$ cat src/rtl/bpar_pkg.sv
package bpar_pkg;
    localparam int AD_W  = 32;
    localparam int CBE_W = 4;
    localparam int NSIDE = 2;
    localparam logic [CBE_W-1:0] CMD_SPECIAL = 4'b0001;

    typedef struct packed {
        logic [AD_W-1:0]  ad;
        logic [CBE_W-1:0] cbe;
    } phase_t;

    typedef struct packed {
        logic data_err;
        logic addr_err;
    } chk_res_t;

    function automatic logic even_par(input phase_t ph);
        return ^{ph.ad, ph.cbe};
    endfunction
endpackage

$ cat src/rtl/bpar_gen.sv
module bpar_gen
    import bpar_pkg::*;
(
    input  logic   clk,
    input  logic   rst,
    input  phase_t ph,
    input  logic   drive,
    output logic   par_o,
    output logic   par_oe
);
    always_ff @(posedge clk) begin
        if (rst) begin
            par_o  <= 1'b0;
            par_oe <= 1'b0;
        end else begin
            par_o  <= even_par(ph);
            par_oe <= drive;
        end
    end

    // enable follows drive by one clock
    p_oe_follows_drive_r2: assert property (@(posedge clk) disable iff (rst)
        drive |=> par_oe);

    // parity output makes the previous phase even
    p_par_even_r1: assert property (@(posedge clk) disable iff (rst)
        (!$past(rst) && $past(drive)) |-> ((^{$past(ph.ad), $past(ph.cbe), par_o}) == 1'b0));
endmodule

$ cat src/rtl/bpar_chk.sv
module bpar_chk
    import bpar_pkg::*;
(
    input  logic     clk,
    input  logic     rst,
    input  phase_t   ph,
    input  logic     par_i,
    input  logic     addr_vld,
    input  logic     irdy,
    input  logic     trdy,
    input  logic     drive,
    output chk_res_t res
);
    logic special_q;
    logic exp_q;
    logic dchk_q;
    logic achk_q;

    always_ff @(posedge clk) begin
        if (rst) begin
            special_q <= 1'b0;
            exp_q     <= 1'b0;
            dchk_q    <= 1'b0;
            achk_q    <= 1'b0;
            res       <= '0;
        end else begin
            if (addr_vld)
                special_q <= (ph.cbe == CMD_SPECIAL);
            exp_q        <= even_par(ph);
            dchk_q       <= irdy && trdy && !drive && !addr_vld && !special_q;
            achk_q       <= addr_vld && !drive;
            res.data_err <= dchk_q && (exp_q != par_i);
            res.addr_err <= achk_q && (exp_q != par_i);
        end
    end

    // a reported data error needs a full handshake two edges back
    p_full_handshake_r4: assert property (@(posedge clk) disable iff (rst)
        res.data_err |-> $past(irdy && trdy, 2));

    // no data error from a phase inside a special cycle
    p_no_special_report_r6: assert property (@(posedge clk) disable iff (rst)
        res.data_err |-> !$past(special_q, 2));
endmodule

$ cat src/rtl/bpar_report.sv
module bpar_report
    import bpar_pkg::*;
(
    input  logic                   clk,
    input  logic                   rst,
    input  logic                   perr_resp_en,
    input  logic                   serr_en,
    input  logic [1:0]             stat_clr,
    input  chk_res_t [NSIDE-1:0]   res,
    output logic [NSIDE-1:0]       perr_n,
    output logic                   serr_n,
    output logic                   stat_pe,
    output logic                   stat_se
);
    logic any_addr;
    logic any_err;
    logic serr_fire;

    always_comb begin
        any_addr = 1'b0;
        any_err  = 1'b0;
        for (int i = 0; i < NSIDE; i++) begin
            any_addr = any_addr | res[i].addr_err;
            any_err  = any_err | res[i].addr_err | res[i].data_err;
        end
        serr_fire = any_addr && perr_resp_en && serr_en;
    end

    always_ff @(posedge clk) begin
        if (rst) begin
            perr_n  <= '1;
            serr_n  <= 1'b1;
            stat_pe <= 1'b0;
            stat_se <= 1'b0;
        end else begin
            for (int i = 0; i < NSIDE; i++)
                perr_n[i] <= !(res[i].data_err && perr_resp_en);
            serr_n  <= !serr_fire;
            stat_pe <= (stat_pe && !stat_clr[0]) || any_err;
            stat_se <= (stat_se && !stat_clr[1]) || serr_fire;
        end
    end

    // a host parity-error pulse needs the response enable
    p_perr_gated_r5: assert property (@(posedge clk) disable iff (rst)
        !perr_n[0] |-> $past(perr_resp_en));

    // a system-error pulse needs both enables
    p_serr_gated_r7: assert property (@(posedge clk) disable iff (rst)
        !serr_n |-> ($past(perr_resp_en) && $past(serr_en)));

    // status holds until cleared
    p_status_sticky_r9: assert property (@(posedge clk) disable iff (rst)
        (stat_pe && !stat_clr[0]) |=> stat_pe);

    // a signalled system error is always also a detected parity error
    p_se_implies_pe_r9: assert property (@(posedge clk) disable iff (rst)
        $rose(stat_se) |-> stat_pe);
endmodule

$ cat src/rtl/bus_parity_unit.sv
module bus_parity_unit
    import bpar_pkg::*;
(
    input  logic        clk,
    input  logic        rst,
    input  logic        perr_resp_en,
    input  logic        serr_en,
    input  logic [1:0]  stat_clr,
    input  logic [31:0] h_ad,
    input  logic [3:0]  h_cbe,
    input  logic        h_par_i,
    input  logic        h_addr_vld,
    input  logic        h_irdy,
    input  logic        h_trdy,
    input  logic        h_drive,
    output logic        h_par_o,
    output logic        h_par_oe,
    output logic        h_perr_n,
    output logic        h_serr_n,
    input  logic [31:0] c_ad,
    input  logic [3:0]  c_cbe,
    input  logic        c_par_i,
    input  logic        c_addr_vld,
    input  logic        c_irdy,
    input  logic        c_trdy,
    input  logic        c_drive,
    output logic        c_par_o,
    output logic        c_par_oe,
    output logic        c_perr_n,
    output logic        stat_parity_err,
    output logic        stat_sys_err
);
    phase_t               ph_a  [NSIDE];
    logic [NSIDE-1:0]     par_i_a, avld_a, irdy_a, trdy_a, drv_a;
    logic [NSIDE-1:0]     par_o_a, par_oe_a, perr_n_a;
    chk_res_t [NSIDE-1:0] res_a;

    assign ph_a[0]  = {h_ad, h_cbe};
    assign ph_a[1]  = {c_ad, c_cbe};
    assign par_i_a  = {c_par_i, h_par_i};
    assign avld_a   = {c_addr_vld, h_addr_vld};
    assign irdy_a   = {c_irdy, h_irdy};
    assign trdy_a   = {c_trdy, h_trdy};
    assign drv_a    = {c_drive, h_drive};

    for (genvar s = 0; s < NSIDE; s++) begin : g_side
        bpar_gen u_gen (
            .clk    (clk),
            .rst    (rst),
            .ph     (ph_a[s]),
            .drive  (drv_a[s]),
            .par_o  (par_o_a[s]),
            .par_oe (par_oe_a[s])
        );
        bpar_chk u_chk (
            .clk      (clk),
            .rst      (rst),
            .ph       (ph_a[s]),
            .par_i    (par_i_a[s]),
            .addr_vld (avld_a[s]),
            .irdy     (irdy_a[s]),
            .trdy     (trdy_a[s]),
            .drive    (drv_a[s]),
            .res      (res_a[s])
        );
    end

    bpar_report u_report (
        .clk          (clk),
        .rst          (rst),
        .perr_resp_en (perr_resp_en),
        .serr_en      (serr_en),
        .stat_clr     (stat_clr),
        .res          (res_a),
        .perr_n       (perr_n_a),
        .serr_n       (h_serr_n),
        .stat_pe      (stat_parity_err),
        .stat_se      (stat_sys_err)
    );

    assign h_par_o  = par_o_a[0];
    assign c_par_o  = par_o_a[1];
    assign h_par_oe = par_oe_a[0];
    assign c_par_oe = par_oe_a[1];
    assign h_perr_n = perr_n_a[0];
    assign c_perr_n = perr_n_a[1];
endmodule

$ cat config.mk
export PLATFORM = sky130hd
export DESIGN_NAME = bus_parity_unit
export DESIGN_NICKNAME = d
export VERILOG_FILES = /design/src/rtl/bpar_pkg.sv /design/src/rtl/bpar_gen.sv /design/src/rtl/bpar_chk.sv /design/src/rtl/bpar_report.sv /design/src/rtl/bus_parity_unit.sv
export SDC_FILE = /design/constraint.sdc
export NUM_CORES = 1
export LEC_CHECK = 0
export ABC_AREA = 1
export BUFFER_PORTS_ARGS = -buffer_cell sky130_fd_sc_hd__buf_2
export CAP_MARGIN = 15
export CORE_ASPECT_RATIO = 1.75
export CORE_MARGIN = 2
export CORE_UTILIZATION = 45
export CTS_CLUSTER_DIAMETER = 80
export DETAILED_ROUTE_END_ITERATION = 8
export PLACE_DENSITY_LB_ADDON = 0.25
export RECOVER_POWER = 50
export SLEW_MARGIN = 25
export SYNTH_ARGS = -nofsm -noshare
export SYNTH_HDL_FRONTEND = slang
export SYNTH_SLANG_ARGS = --single-unit
$ cat constraint.sdc
create_clock -name clk -period 1.8 [get_ports clk]
set_input_delay 0.18 -clock clk [delete_from_list [all_inputs] [get_ports clk]]
set_output_delay 0.18 -clock clk [all_outputs]
set_load 0.1 [all_outputs]
Word level (Yosys, flattened, before mapping)
Index checks and enable logic that the tools add are counted.
{ "word_totals": {"reg_bits": 19, "output_inout_bits": 9, "wordCells": 61} }
{ "op_classes": {"n_eq_ne": 4, "bitwise": 4, "n_reduce_logical": 35} }
{ "op_table": {"columns": ["cell", "count"], "rows": [
  ["36-bit XOR reduction", 2],
  ["1-bit logical AND", 20],
  ["1-bit zero test", 11],
  ["4-bit by 1-bit equality test with 1-bit output, second input constant", 2],
  ["1-bit OR", 4],
  ["1-bit logical OR", 2],
  ["1-bit inequality test", 2]
]} }

Logic depth before layout (Yosys ltp)
{ "logic_depth": {"ltp_word": 4, "mapped_depth": 14, "mapped_depth_nobuf": 14} }

Cells and area by module
A second synthesis with hierarchy kept.
{ "hier_totals": {"hier_cells": 851, "area_unflattened_um2": 3935.0} }
{ "modules_own_cells": {"columns": ["module", "instances", "cells_per_inst", "area_per_inst_um2"], "rows": [
  ["bpar_gen", 2, 195, 868.3],
  ["bpar_chk at g_side[1].u_chk", 1, 224, 1022.2],
  ["bpar_chk at g_side[0].u_chk", 1, 215, 997.2],
  ["bpar_report", 1, 22, 178.9]
]} }

Least setup slack after synthesis
OpenSTA, ideal clock, no wires.
{ "synth_path": {"path_kind": "reg-to-reg", "start": "reg g_side[0].u_chk.exp_q", "end": "reg g_side[0].u_chk.res[0] (netlist name)", "setup_ps": 123, "arrival_ps": 1254, "path_slack_ps": 423, "stages_incl_launch_ff": 4, "path_buffers": 0, "path_cell_list": "dfxtp_1 -> a21oi_1 -> o21ai_0 -> nor2_1"} }
{ "synth_via": {"elab_chain_cells": 2} }
{ "synth_lines": {"columns": ["item", "line_no", "rtl"], "rows": [
  ["from (decl)", "bpar_chk.sv:15", "logic exp_q;"],
  ["from (signal assigned)", "bpar_chk.sv:29", "exp_q <= even_par(ph);"],
  ["1-bit inequality test", "bpar_chk.sv:33", "res.addr_err <= achk_q && (exp_q != par_i);"],
  ["1-bit logical AND", "bpar_chk.sv:33", null]
]} }
Every way passes these cells.
A chain may end at the register's enable or synchronous reset.

Final worst setup path
{ "layout_path": {"start": "in c_cbe[2]", "end": "reg g_side[1].u_chk.exp_q"} }
{ "layout_via": {"elab_chain_cells": 1} }
{ "layout_lines": {"columns": ["item", "line_no", "rtl"], "rows": [
  ["from (decl)", "bus_parity_unit.sv:21", "input logic [3:0] c_cbe,"],
  ["36-bit XOR reduction", "bpar_pkg.sv:18", "return ^{ph.ad, ph.cbe};"],
  ["to (signal assigned)", "bpar_chk.sv:29", null],
  ["to (decl)", "bpar_chk.sv:15", null]
]} }
Every way passes these cells.

==> reports/qor.csv <==
stage,metric,value,unit
yosys,post-synthesis mux area share,0,
worst_setup_path,R2R cell count,3,
layout,final net count,663,
timing,Tmin final,1310,ps
power,Psw,0.000622,W
worst_setup_path,Reg-to-Reg Start,g_side[1].u_chk.res[0]$_SDFF_PP0_,
worst_setup_path,CP endpoint kind,flip-flop,
yosys,"Seq/Total Area, Yosys",0.169,
worst_setup_path,Worst Path Buf+Inv,3,
yosys,#FFs+latches synth,19,
place,gp weighted congestion,0.794,
global_routing,largest net degree at the start of global routing,12,
die,boundary pin count,97,
die,overall die area,0.00560,mm^2
layout,n_diodes,0,
timing,final worst path period share,0.729,
power,Flop pwr share,0.306,
yosys,post-synthesis adder-cell area fraction,0.0223,
worst_setup_path,Critical Path Fanout Max,3,
clock_network,CTS root buffer,clkbuf_8,
outcome,outcome,"complete, no violations",
worst_setup_path,Crit path largest cell delay,290,ps
yosys,Mapped Nets,562,
die,Die Ht,97.5,um
yosys,Synth Instances,470,
worst_setup_path,R2R Path End,u_report.stat_pe$_SDFF_PP0_,
die,Rows,34,
timing,endpoints failing setup,0,
worst_setup_path,Critical Path RT,1950,ps
worst_setup_path,Most common cell on crit path,nand2_1,
layout,Seq. cell area,380,um^2
power,maximum VDD drop,0.000498,V
power,pwr dens,521,mW/mm^2
route,final WL,4.74,mm
yosys,Syn Area/Cell,4.78,um^2
layout,"Core Util, Final",0.581,
timing,RSZ-0062 raised after global routing,false,
clock_network,H-tree levels,1,
die,die width,57.4,um
route,Vias per Instance,4.52,
clock_network,clk slew on worst S/H paths,70,ps
power,Internal,0.000857,W
route,via count,2820,
global_routing,first-pass GRT wire length,8.14,mm
worst_setup_path,crit path DAT,1470,ps
layout,Layout area overhead,26.4,%
clock_network,cts hold-fix bufs,0,
power,Sw Share,0.421,
clock_network,Clock Tree Buf Depth,2,
route,Initial DRC Count,51,
power,part of the power in the clock network,0.197,
route,"antenna viol nets, final",0,
worst_setup_path,critical path type,input port to flip-flop,
timing,relative slew slack,0.676,
yosys,Synth Area in XOR/XNOR,0.0312,
layout,"commonest non-fill, non-tap cells in the layout","291 x nand2_1, 95 x buf_2, 79 x inv_1",
place,HPWL after detailed placement,4.29,mm
worst_hold_path,hold path depth,2,
global_routing,total grt overflow,0,
worst_setup_path,CP top delay family,simple AND/OR/NAND/NOR gates,
yosys,Simple-Gate Fraction of Synth Area,0.610,
clock_network,clock latency on the worst-skew pair,260,ps
clock_network,total CTS buffers,3,
layout,area taken by multi-input logic gates,0.00155,mm^2
timing,Max Transition Viols Final,0,
layout,layout cells sized above 1,0.214,
worst_setup_path,"slowest stage cell, crit path",ha_1,
clock_network,post-CTS setup buffer count,0,
worst_setup_path,CP cell instances,buf_2 > inv_1 > ha_1 > xnor2_1 > inv_1 > nand3_1 > nand2_1 > nand2_1 > nand2_1 > nand3_1 > nand3_2 > nand2_1 > nor2_1,
route,DR WL/cell,7.59,um
yosys,complex-gate fraction of the synthesized area,0.0273,
timing,Fin. Hold Viols,0,
power,Leakage,1.99,nW
worst_setup_path,r2r setup slk,810,ps
yosys,yosys warns,0,
timing,Slew @ Worst Pin,489,ps
clock_network,CTS tree,done,
global_routing,vias in the first global route,2473,
global_routing,GRT Util Overall,0.171,
die,Core ar.,0.00489,mm^2
clock_network,post-CTS sizing,0,
yosys,Synth Cell Area,0.00225,mm^2
worst_setup_path,Setup crit start kind,input port,
layout,fillcell total,529,
run,max-cap viol count,0,
yosys,largest family of logic cells by synthesized area,simple AND/OR/NAND/NOR gates,
place,IO buf count,96,
layout,"most common cell after layout, fill and taps aside",nand2_1,
die,Initial Util,0.460,
route,DRC errors left,0,
worst_hold_path,hold path startpoint,stat_clr[1],
timing,Setup Skew,3.69,ps
yosys,Unique masters post-synth,21,
worst_hold_path,hold path endpoint,u_report.stat_se$_SDFF_PP0_,
worst_hold_path,HP Class,input port to flip-flop,
power,Combinational Power Share,0.497,
clock_network,# clock sinks,19,
timing,f_max,0.762,GHz
global_routing,initial antenna violation count,0,
timing,total negative slack,0,ps
route,1st-pass router iterations,4,
==> power groups by stage <==
stage	clock [W]	sequential, W	combinational (W)
floorplan	0	0.000566	0.000427
global placement	0	0.000462	0.000713
detailed placement	0	0.000462	0.000741
CTS	0.000303	0.000453	0.000743
global route	0.000308	0.000454	0.000841
finish	0.000292	0.000452	0.000735
==> synth_stat cells <==
master / n / area, um^2
nand2_1: 291 / 1090
inv_1: 79 / 297
dfxtp_1: 19 / 380
nor2_1: 16 / 60.1
nand3_1: 15 / 75.1
nand2_2: 14 / 87.6
a21oi_1: 6 / 30.0
xnor2_1: 6 / 52.6
ha_1: 4 / 50.1
inv_2: 4 / 15.0
o21ai_0: 3 / 15.0
nand3_2: 2 / 20.0
nor2_2: 2 / 12.5
xor2_1: 2 / 17.5
clkinv_1: 1 / 3.75
nand4_1: 1 / 6.26
nor3_1: 1 / 5.00
nor4_1: 1 / 6.26
o31ai_1: 1 / 7.51
o41ai_1: 1 / 8.76
or2_2: 1 / 6.26
==> state kept, by name, indices dropped and copies added, names as in the netlist <==
signal	count
g_side.u_chk.res	4
g_side.u_chk.achk_q	2
g_side.u_chk.dchk_q	2
g_side.u_chk.exp_q	2
g_side.u_chk.special_q	2
g_side.u_gen.par_oe	2
u_report.perr_n	2
u_report.serr_n	1
u_report.stat_pe	1
u_report.stat_se	1
==> worst reg2reg max path, cell delays in order (launching register included) <==
cell and delay [ps]:
dfxtp_1 300, or2_2 290, o41ai_1 240, inv_1 60
==> metrics by stage <==
step	cell area [um^2]	hold WS (ps)	setup WS, ps	power (W)	std cells
global route	2840	109	365	0.00160	624
floorplan	2250	252	423	0.000993	470
global placement	2800	370	277	0.00118	620
finish	2840	96.4	488	0.00148	624
CTS	2840	85.9	506	0.00150	624
detailed placement	2800	376	231	0.00120	620
==> kinds of logic after synthesis <==
group / Yosys count
AO/OA/AOI/OAI: 11
XOR/XNOR: 8
adder cells (fa/ha/maj): 4
buffers and inverters: 84
flip-flops: 19
AND/OR/NAND/NOR: 344
==> area by class of cell <==
| cell class | count | area share |
|---|---|---|
| Timing Repair Buffer | 96 | 0.169 |
| Multi-Input combinational cell | 367 | 0.546 |
| Clock buffer | 3 | 0.0145 |
| Inverter | 84 | 0.111 |
| Clock inverter | 1 | 0.00176 |
| Tap cell | 54 | 0.0238 |
| Sequential cell | 19 | 0.134 |
==> how the worst max path moves through the flow <==
stage / startpoint / to / slack (ps) / cells past startpoint
finish: c_cbe[2] / g_side[1].u_chk.exp_q$_SDFF_PP0_ / 490 / 13
floorplan: g_side[0].u_chk.exp_q$_SDFF_PP0_ / g_side[0].u_chk.res[0]$_SDFF_PP0_ / 420 / 3
CTS: h_cbe[2] / g_side[0].u_chk.exp_q$_SDFF_PP0_ / 510 / 11
detailed placement: h_cbe[2] / g_side[0].u_chk.exp_q$_SDFF_PP0_ / 230 / 11
global placement: h_cbe[2] / g_side[0].u_chk.exp_q$_SDFF_PP0_ / 280 / 11
global route: c_cbe[2] / g_side[1].u_chk.exp_q$_SDFF_PP0_ / 370 / 11
==> metal layers <==
layer	GRT usage	share of wire	vias to the layer above	wire, um
met4	0.0590	0.015	0	69
li1	-	-	1569	-
met1	0.154	0.38	1183	1780
met3	0.0107	0.044	5	207
met5	0	0	-	0
met2	0.365	0.57	63	2680
(Power assumes the default switching activity.)
